$ cat config.mk
export PLATFORM = sky130hd
export DESIGN_NAME = swire_port
export DESIGN_NICKNAME = d
export VERILOG_FILES = /design/src/rtl/swire_pkg.sv /design/src/rtl/swire_sync.sv /design/src/rtl/swire_break_det.sv /design/src/rtl/swire_tx_cell.sv /design/src/rtl/swire_port.sv
export SDC_FILE = /design/constraint.sdc
export NUM_CORES = 1
export LEC_CHECK = 0
export CORE_MARGIN = 5
export CORE_UTILIZATION = 40
export DETAILED_ROUTE_END_ITERATION = 8
export DONT_BUFFER_PORTS = 1
export GPL_TIMING_DRIVEN = 0
export PLACE_DENSITY = 0.57
export SYNTH_ARGS = -nofsm -noshare
export SYNTH_HDL_FRONTEND = slang
export SYNTH_HIERARCHICAL = 1
export SYNTH_SLANG_ARGS = --single-unit
$ cat constraint.sdc
create_clock -name clk -period 7.5 [get_ports clk]
set_input_delay 1.5 -clock clk [delete_from_list [all_inputs] [get_ports clk]]
set_output_delay 1.5 -clock clk [all_outputs]
set_load 0.01 [all_outputs]
$ cat src/rtl/swire_pkg.sv
package swire_pkg;

    typedef enum logic [2:0] {
        ST_IDLE,
        ST_BRK,
        ST_RECOV,
        ST_RX_CMD,
        ST_RX_DATA,
        ST_TURN,
        ST_RD,
        ST_TX
    } port_state_e;

    localparam logic [6:0] ADDR_RESET = 7'h39;
    localparam logic [7:0] RESET_KEY  = 8'h80;

    function automatic logic rd_allowed(input logic [6:0] a);
        case (a)
            7'h01, 7'h02, 7'h03, 7'h04, 7'h05, 7'h06, 7'h17: return 1'b1;
            default: return 1'b0;
        endcase
    endfunction

    function automatic logic wr_allowed(input logic [6:0] a, input logic [7:0] d);
        case (a)
            7'h03, 7'h04, 7'h05, 7'h0A: return 1'b1;
            ADDR_RESET:                 return (d == RESET_KEY);
            default:                    return 1'b0;
        endcase
    endfunction

endpackage

$ cat src/rtl/swire_sync.sv
module swire_sync #(
    parameter int unsigned STAGES = 2
) (
    input  logic clk,
    input  logic rst_n,
    input  logic line_i,
    output logic line_o,
    output logic fall_o
);
    logic [STAGES:0] sh_q;
    logic [STAGES:0] sh_d;

    always_comb begin
        sh_d = {sh_q[STAGES-1:0], line_i};
    end

    always_ff @(posedge clk or negedge rst_n) begin
        if (!rst_n) sh_q <= '1;
        else        sh_q <= sh_d;
    end

    assign line_o = sh_q[STAGES-1];
    assign fall_o = sh_q[STAGES] & ~sh_q[STAGES-1];

endmodule

$ cat src/rtl/swire_break_det.sv
module swire_break_det #(
    parameter int unsigned BREAK_TICKS = 3000,
    localparam int unsigned BW = $clog2(BREAK_TICKS + 1)
) (
    input  logic clk,
    input  logic rst_n,
    input  logic line_i,
    output logic brk_o
);
    localparam logic [BW-1:0] LIMIT = BW'(BREAK_TICKS);
    localparam logic [BW-1:0] FIRE  = BW'(BREAK_TICKS - 1);

    logic [BW-1:0] cnt_q, cnt_d;

    always_comb begin
        if (line_i)              cnt_d = '0;
        else if (cnt_q != LIMIT) cnt_d = cnt_q + 1'b1;
        else                     cnt_d = cnt_q;
    end

    always_ff @(posedge clk or negedge rst_n) begin
        if (!rst_n) cnt_q <= '0;
        else        cnt_q <= cnt_d;
    end

    assign brk_o = !line_i && (cnt_q == FIRE);

    // one break pulse per low period
    a_r1_single_break: assert property (@(posedge clk) disable iff (!rst_n)
        brk_o |=> !brk_o);
    // a break only while the line is low and after it was low before
    a_r1_low_before: assert property (@(posedge clk) disable iff (!rst_n)
        brk_o && !$past(brk_o) && $past(rst_n) |-> !$past(line_i) || (BREAK_TICKS == 1));

endmodule

$ cat src/rtl/swire_tx_cell.sv
module swire_tx_cell #(
    parameter int unsigned START_TICKS = 500,
    parameter int unsigned DATA_TICKS  = 1500,
    parameter int unsigned CELL_TICKS  = 3000,
    localparam int unsigned TW = $clog2(CELL_TICKS + 1)
) (
    input  logic clk,
    input  logic rst_n,
    input  logic go_i,
    input  logic bit_i,
    input  logic abort_i,
    output logic drive_o,
    output logic done_o
);
    localparam logic [TW-1:0] LAST   = TW'(CELL_TICKS - 1);
    localparam logic [TW-1:0] T_START = TW'(START_TICKS);
    localparam logic [TW-1:0] T_DATA  = TW'(DATA_TICKS);

    typedef struct packed {
        logic          busy;
        logic          bitv;
        logic [TW-1:0] cnt;
    } cell_t;

    cell_t q, d;

    always_comb begin
        d = q;
        done_o = q.busy && (q.cnt == LAST);
        if (q.busy) d.cnt = q.cnt + 1'b1;
        if (done_o) d.busy = 1'b0;
        if (go_i && (!q.busy || done_o)) begin
            d.busy = 1'b1;
            d.bitv = bit_i;
            d.cnt  = '0;
        end
        if (abort_i) begin
            d.busy = 1'b0;
            d.cnt  = '0;
        end
    end

    always_ff @(posedge clk or negedge rst_n) begin
        if (!rst_n) q <= '0;
        else        q <= d;
    end

    assign drive_o = q.busy && ((q.cnt < T_START) || ((q.cnt < T_DATA) && !q.bitv));

    // the pull-down is never released before the start width
    a_r7_start_width: assert property (@(posedge clk) disable iff (!rst_n)
        $fell(drive_o) && q.busy |-> q.cnt >= T_START);
    // every cell begins with a drive-low tick
    a_r7_cell_opens_low: assert property (@(posedge clk) disable iff (!rst_n)
        $rose(q.busy) |-> drive_o);

endmodule

$ cat src/rtl/swire_port.sv
module swire_port
    import swire_pkg::*;
#(
    parameter int unsigned BREAK_TICKS    = 3000,
    parameter int unsigned RECOVER_TICKS  = 1000,
    parameter int unsigned VALID_TICKS    = 750,
    parameter int unsigned HOLD_TICKS     = 1500,
    parameter int unsigned RX_CELL_TICKS  = 3000,
    parameter int unsigned TX_START_TICKS = 500,
    parameter int unsigned TX_DATA_TICKS  = 1500,
    parameter int unsigned TX_CELL_TICKS  = 3000,
    parameter int unsigned SYNC_STAGES    = 2
) (
    input  logic       clk,
    input  logic       rst_n,
    input  logic       line_i,
    output logic       line_oe_o,
    output logic [6:0] reg_addr_o,
    output logic       reg_wr_o,
    output logic [7:0] reg_wdata_o,
    output logic       reg_rd_o,
    input  logic [7:0] reg_rdata_i
);
    localparam int unsigned SAMPLE_TICKS = (VALID_TICKS + HOLD_TICKS) / 2;
    localparam int unsigned MAXT = (RX_CELL_TICKS > RECOVER_TICKS) ? RX_CELL_TICKS : RECOVER_TICKS;
    localparam int unsigned CW = $clog2(MAXT + 1);
    localparam logic [CW-1:0] TMR_MAX   = '1;
    localparam logic [CW-1:0] SAMPLE_AT = CW'(SAMPLE_TICKS - 1);
    localparam logic [CW-1:0] REC_AT    = CW'(RECOVER_TICKS - 1);
    localparam logic [CW-1:0] CELL_AT   = CW'(RX_CELL_TICKS - 1);

    typedef struct packed {
        port_state_e   st;
        logic [CW-1:0] tmr;
        logic          in_cell;
        logic [2:0]    bitn;
        logic [7:0]    sh;
        logic [6:0]    addr;
        logic [7:0]    wdata;
        logic          wr;
        logic          rd;
    } port_t;

    port_t q, d;

    logic line_s, fall_s, brk;
    logic tx_go, tx_bit, tx_done, tx_drive;
    logic [7:0] sampled;

    swire_sync #(.STAGES(SYNC_STAGES)) u_sync (
        .clk(clk), .rst_n(rst_n), .line_i(line_i), .line_o(line_s), .fall_o(fall_s)
    );

    swire_break_det #(.BREAK_TICKS(BREAK_TICKS)) u_brk (
        .clk(clk), .rst_n(rst_n), .line_i(line_s), .brk_o(brk)
    );

    swire_tx_cell #(
        .START_TICKS(TX_START_TICKS), .DATA_TICKS(TX_DATA_TICKS), .CELL_TICKS(TX_CELL_TICKS)
    ) u_tx (
        .clk(clk), .rst_n(rst_n), .go_i(tx_go), .bit_i(tx_bit), .abort_i(brk),
        .drive_o(tx_drive), .done_o(tx_done)
    );

    always_comb begin
        d       = q;
        d.wr    = 1'b0;
        d.rd    = 1'b0;
        tx_go   = 1'b0;
        tx_bit  = 1'b0;
        sampled = {line_s, q.sh[7:1]};

        if (q.in_cell && q.tmr != TMR_MAX) d.tmr = q.tmr + 1'b1;

        case (q.st)
            ST_IDLE: begin
                d.in_cell = 1'b0;
            end
            ST_BRK: begin
                if (line_s) begin
                    d.st  = ST_RECOV;
                    d.tmr = '0;
                end
            end
            ST_RECOV: begin
                if (!line_s) begin
                    d.st = ST_IDLE;
                end else if (q.tmr == REC_AT) begin
                    d.st      = ST_RX_CMD;
                    d.in_cell = 1'b0;
                    d.bitn    = '0;
                end else begin
                    d.tmr = q.tmr + 1'b1;
                end
            end
            ST_RX_CMD, ST_RX_DATA: begin
                if (fall_s) begin
                    d.in_cell = 1'b1;
                    d.tmr     = '0;
                end else if (q.in_cell && q.tmr == SAMPLE_AT) begin
                    d.sh   = sampled;
                    d.bitn = q.bitn + 3'd1;
                    if (q.bitn == 3'd7) begin
                        if (q.st == ST_RX_CMD) begin
                            d.addr = sampled[6:0];
                            d.st   = sampled[7] ? ST_RX_DATA : ST_TURN;
                        end else begin
                            d.wr      = wr_allowed(q.addr, sampled);
                            d.wdata   = sampled;
                            d.st      = ST_IDLE;
                            d.in_cell = 1'b0;
                        end
                    end
                end
            end
            ST_TURN: begin
                if (q.tmr >= CELL_AT && line_s) begin
                    d.st      = ST_RD;
                    d.rd      = rd_allowed(q.addr);
                    d.in_cell = 1'b0;
                end
            end
            ST_RD: begin
                d.sh   = q.rd ? reg_rdata_i : 8'h00;
                tx_go  = 1'b1;
                tx_bit = d.sh[0];
                d.bitn = '0;
                d.st   = ST_TX;
            end
            ST_TX: begin
                if (tx_done) begin
                    if (q.bitn == 3'd7) begin
                        d.st = ST_IDLE;
                    end else begin
                        d.bitn = q.bitn + 3'd1;
                        d.sh   = q.sh >> 1;
                        tx_go  = 1'b1;
                        tx_bit = q.sh[1];
                    end
                end
            end
            default: d.st = ST_IDLE;
        endcase

        if (brk) begin
            d.st      = ST_BRK;
            d.in_cell = 1'b0;
            d.bitn    = '0;
            d.wr      = 1'b0;
            d.rd      = 1'b0;
            tx_go     = 1'b0;
        end
    end

    always_ff @(posedge clk or negedge rst_n) begin
        if (!rst_n) begin
            q    <= '0;
            q.st <= ST_IDLE;
        end else begin
            q <= d;
        end
    end

    assign line_oe_o   = tx_drive;
    assign reg_addr_o  = q.addr;
    assign reg_wdata_o = q.wdata;
    assign reg_wr_o    = q.wr;
    assign reg_rd_o    = q.rd;

    // the line is pulled only while a read byte goes out
    a_r10_drive_in_tx: assert property (@(posedge clk) disable iff (!rst_n)
        line_oe_o |-> q.st == ST_TX);
    // never a read and a write strobe together
    a_r4_one_access: assert property (@(posedge clk) disable iff (!rst_n)
        $onehot0({reg_wr_o, reg_rd_o}));
    // write strobe lasts one cycle
    a_r4_wr_pulse: assert property (@(posedge clk) disable iff (!rst_n)
        reg_wr_o |=> !reg_wr_o);
    // the reset register only ever sees its key
    a_r6_reset_key: assert property (@(posedge clk) disable iff (!rst_n)
        reg_wr_o && reg_addr_o == ADDR_RESET |-> reg_wdata_o == RESET_KEY);
    // a break always lands the port in the break state
    a_r9_break_abort: assert property (@(posedge clk) disable iff (!rst_n)
        brk |=> q.st == ST_BRK && !line_oe_o);
    // a read strobe is followed by transmission
    a_r7_rd_then_tx: assert property (@(posedge clk) disable iff (!rst_n)
        reg_rd_o && !brk |=> q.st == ST_TX);

endmodule

==> metrics.yaml <==
nNetsFinal: 457
ant_nets: 0
end_kind: "register"
startpoint: "u_sync/sh_q[1]"
min_path_cells: 0
vdd_ir_drop_max_v: 0.000101
nFillCells: 1039
core-area_um2: 10400
whs_endpoint: "u_sync/sh_q[1]"
m1WireLength_um: 4630
min_path_type: "register to register"
synth_cell_types: 77
routedWlPerCell_um: 16.0
multiInputGateArea_um2: 2180
die_x_um: 113
wl_met3_um: 250
top_layer: "met4"
relSlewSlack_pct: 38.8
gr-total-overflow: 0
hold_start: "u_sync/sh_q[0]"
grt_first_pass_wirelength_um: 16100
antenna_found_initial: 0
wl_um: 9290
post-route-period-util_pct: 50.9
async_flop_share_pct: 100
cts.hold.buffers_added: 0
antennaDiodeCount: 0
synthFlopType: "dfrtp_1"
ctsResizeCount: 0
hold_viol_final: 0
ys_ff_latch: 72
cts_tree: "done"
place_hpwl_um: 6500
status: "completed"
port_buffers: 0
place_ws_ns: 3.67
required_ns: 7.75
ios: 29
syn_nets: 446
start_util_pct: 41.1
tightestPinTransition_ns: 0.906
worst_slack_ns: 3.69
power.density_cell_area_nw_per_um2: 146
tns_ns: 0
timing.rr.start: "u_sync/sh_q[1]"
cts_buffers: 9
clock_sinks: 72
clkLatencyLatePin_ns: 0.35
ff2ff_path_depth: 9
rr_endpoint: "u_tx/q[11]"
syn_avg_cell_area_um2: 9.96
skew_ns: 0.00594
path_class: "register to register"
vias: 3260
crit_fanout: 17
cts_setup_buffers: 0
cts.root.buffer_cell: "clkbuf_8"
grt_max_degree: 73
yosys_warnings: 6
drt_first_pass_iters: 4
timing.fmax_ghz: 0.262
grtUsageTotal_pct: 15.5
setup_viol_count_final: 0
seq_area_frac_synth_pct: 42.3
regArea_um2: 1810
syn_area_um2: 4260
period_needed_ns: 3.81
drc_errors: 0
clockBufferDepth: 2
grt_pass1_vias: 3257
final_cell_mix: "69 x dfrtp_1, 39 x nor2_1, 26 x nand2_1, 20 x a21oi_1, 18 x inv_1"
routed_via_density: 5.62
drtIter0Drc: 162
clkTransAtPathRegs_ns: 0.07
maxSlewViolCount: 0
final_common_cell: "dfrtp_1"
htreeDepth: 3
syn_inst: 428
critPathLaunchType: "register"
fp.dieH_um: 113
row_count: 37
reg2reg_slack_ns: 3.69
synth_edf_count: 0
syn_to_final_growth_pct: 7.86
cp_data_arrival_time_ns: 4.06
leakagePower_nw: 1.99
maxCapViolCount: 0
grt_setup_unrepaired: "no"
die_area_um2: 12800
drive_above_1_share_pct: 15.3
met2_length_um: 4280
routabilityCongestion: 0.860
==> how the worst max path moves through the flow <==
stage,cells after the start,to
5_1_grt,9,u_tx/q[11]
3_3_place_gp,9,u_tx/q[11]
4_1_cts,9,u_tx/q[11]
2_1_floorplan,9,u_tx/q[10]
6_report,9,u_tx/q[11]
3_5_place_dp,9,u_tx/q[11]
==> metal layers <==
metal	track usage (%)	up-vias
li1	-	1607
met1	21.3	1611
met2	24.1	30
met3	3.58	12
met4	5.13	0
met5	0	-
==> cell families after synthesis <==
family          Yosys count  share of synthesized area, %
simple gates            163                          22.7
compound gates           95                          16.4
flops                    72                          42.3
buf+inv                  50                          6.48
mux                      28                          7.39
xor+xnor                 13                          2.67
fa+ha+maj                 7                          2.05
==> per-stage QoR <==
stage | power, mW | instances | hold slack (ns) | util, % | instance area, um^2
6_report | 0.672 | 580 | 0.370 | 44.4 | 4600
5_1_grt | 0.704 | 580 | 0.370 | 44.4 | 4600
4_1_cts | 0.685 | 580 | 0.367 | 44.4 | 4600
3_5_place_dp | 0.410 | 564 | 0.347 | 42.8 | 4430
3_3_place_gp | 0.410 | 564 | 0.358 | 42.8 | 4430
2_1_floorplan | 0.408 | 428 | 0.345 | - | 4260
==> critical path: stages, from the launching register on <==
cell	delay (ns)
dfstp_2	0.47
nand2b_1	0.19
or3b_1	0.37
nor4_1	0.69
clkbuf_1	0.47
nor3_1	0.28
o311ai_0	0.85
nor4_1	0.15
xnor2_1	0.18
nor2_1	0.06
==> registers in the layout, indices dropped and copies added (netlist names) <==
signal,flops
reg_wdata_o,8
u_tx/q,14
u_sync/sh_q,3
reg_wr_o,1
reg_addr_o,7
reg_rd_o,1
u_brk/cnt_q,12
q,26
==> cells in the mapped netlist, types with 9 or more instances <==
library cell | number | area, um^2
mux2_1 | 17 | 191
nor2_1 | 39 | 146
a21oi_1 | 20 | 100
dfrtp_1 | 69 | 1730
buf_4 | 16 | 120
nand4_1 | 9 | 56.3
nor4_1 | 9 | 56.3
inv_1 | 18 | 67.6
nor3_1 | 11 | 55.1
nand3_1 | 11 | 55.1
nand2_1 | 26 | 97.6
==> power breakdown <==
part	internal [mW]	switching, mW
logic	0.00368	0.00443
clock network	0.127	0.142
registers	0.391	0.00362
==> layout make-up <==
cell class | instances | share of cell area [%]
Buffer | 31 | 4.46
Sequential cell | 72 | 39.3
Tap cell | 136 | 3.70
Multi-Input combinational cell | 306 | 47.4
Inverter | 19 | 1.55
Clock buffer | 12 | 3.16
Clock inverter | 4 | 0.435
No activity file was read; power rests on OpenSTA's default activity.
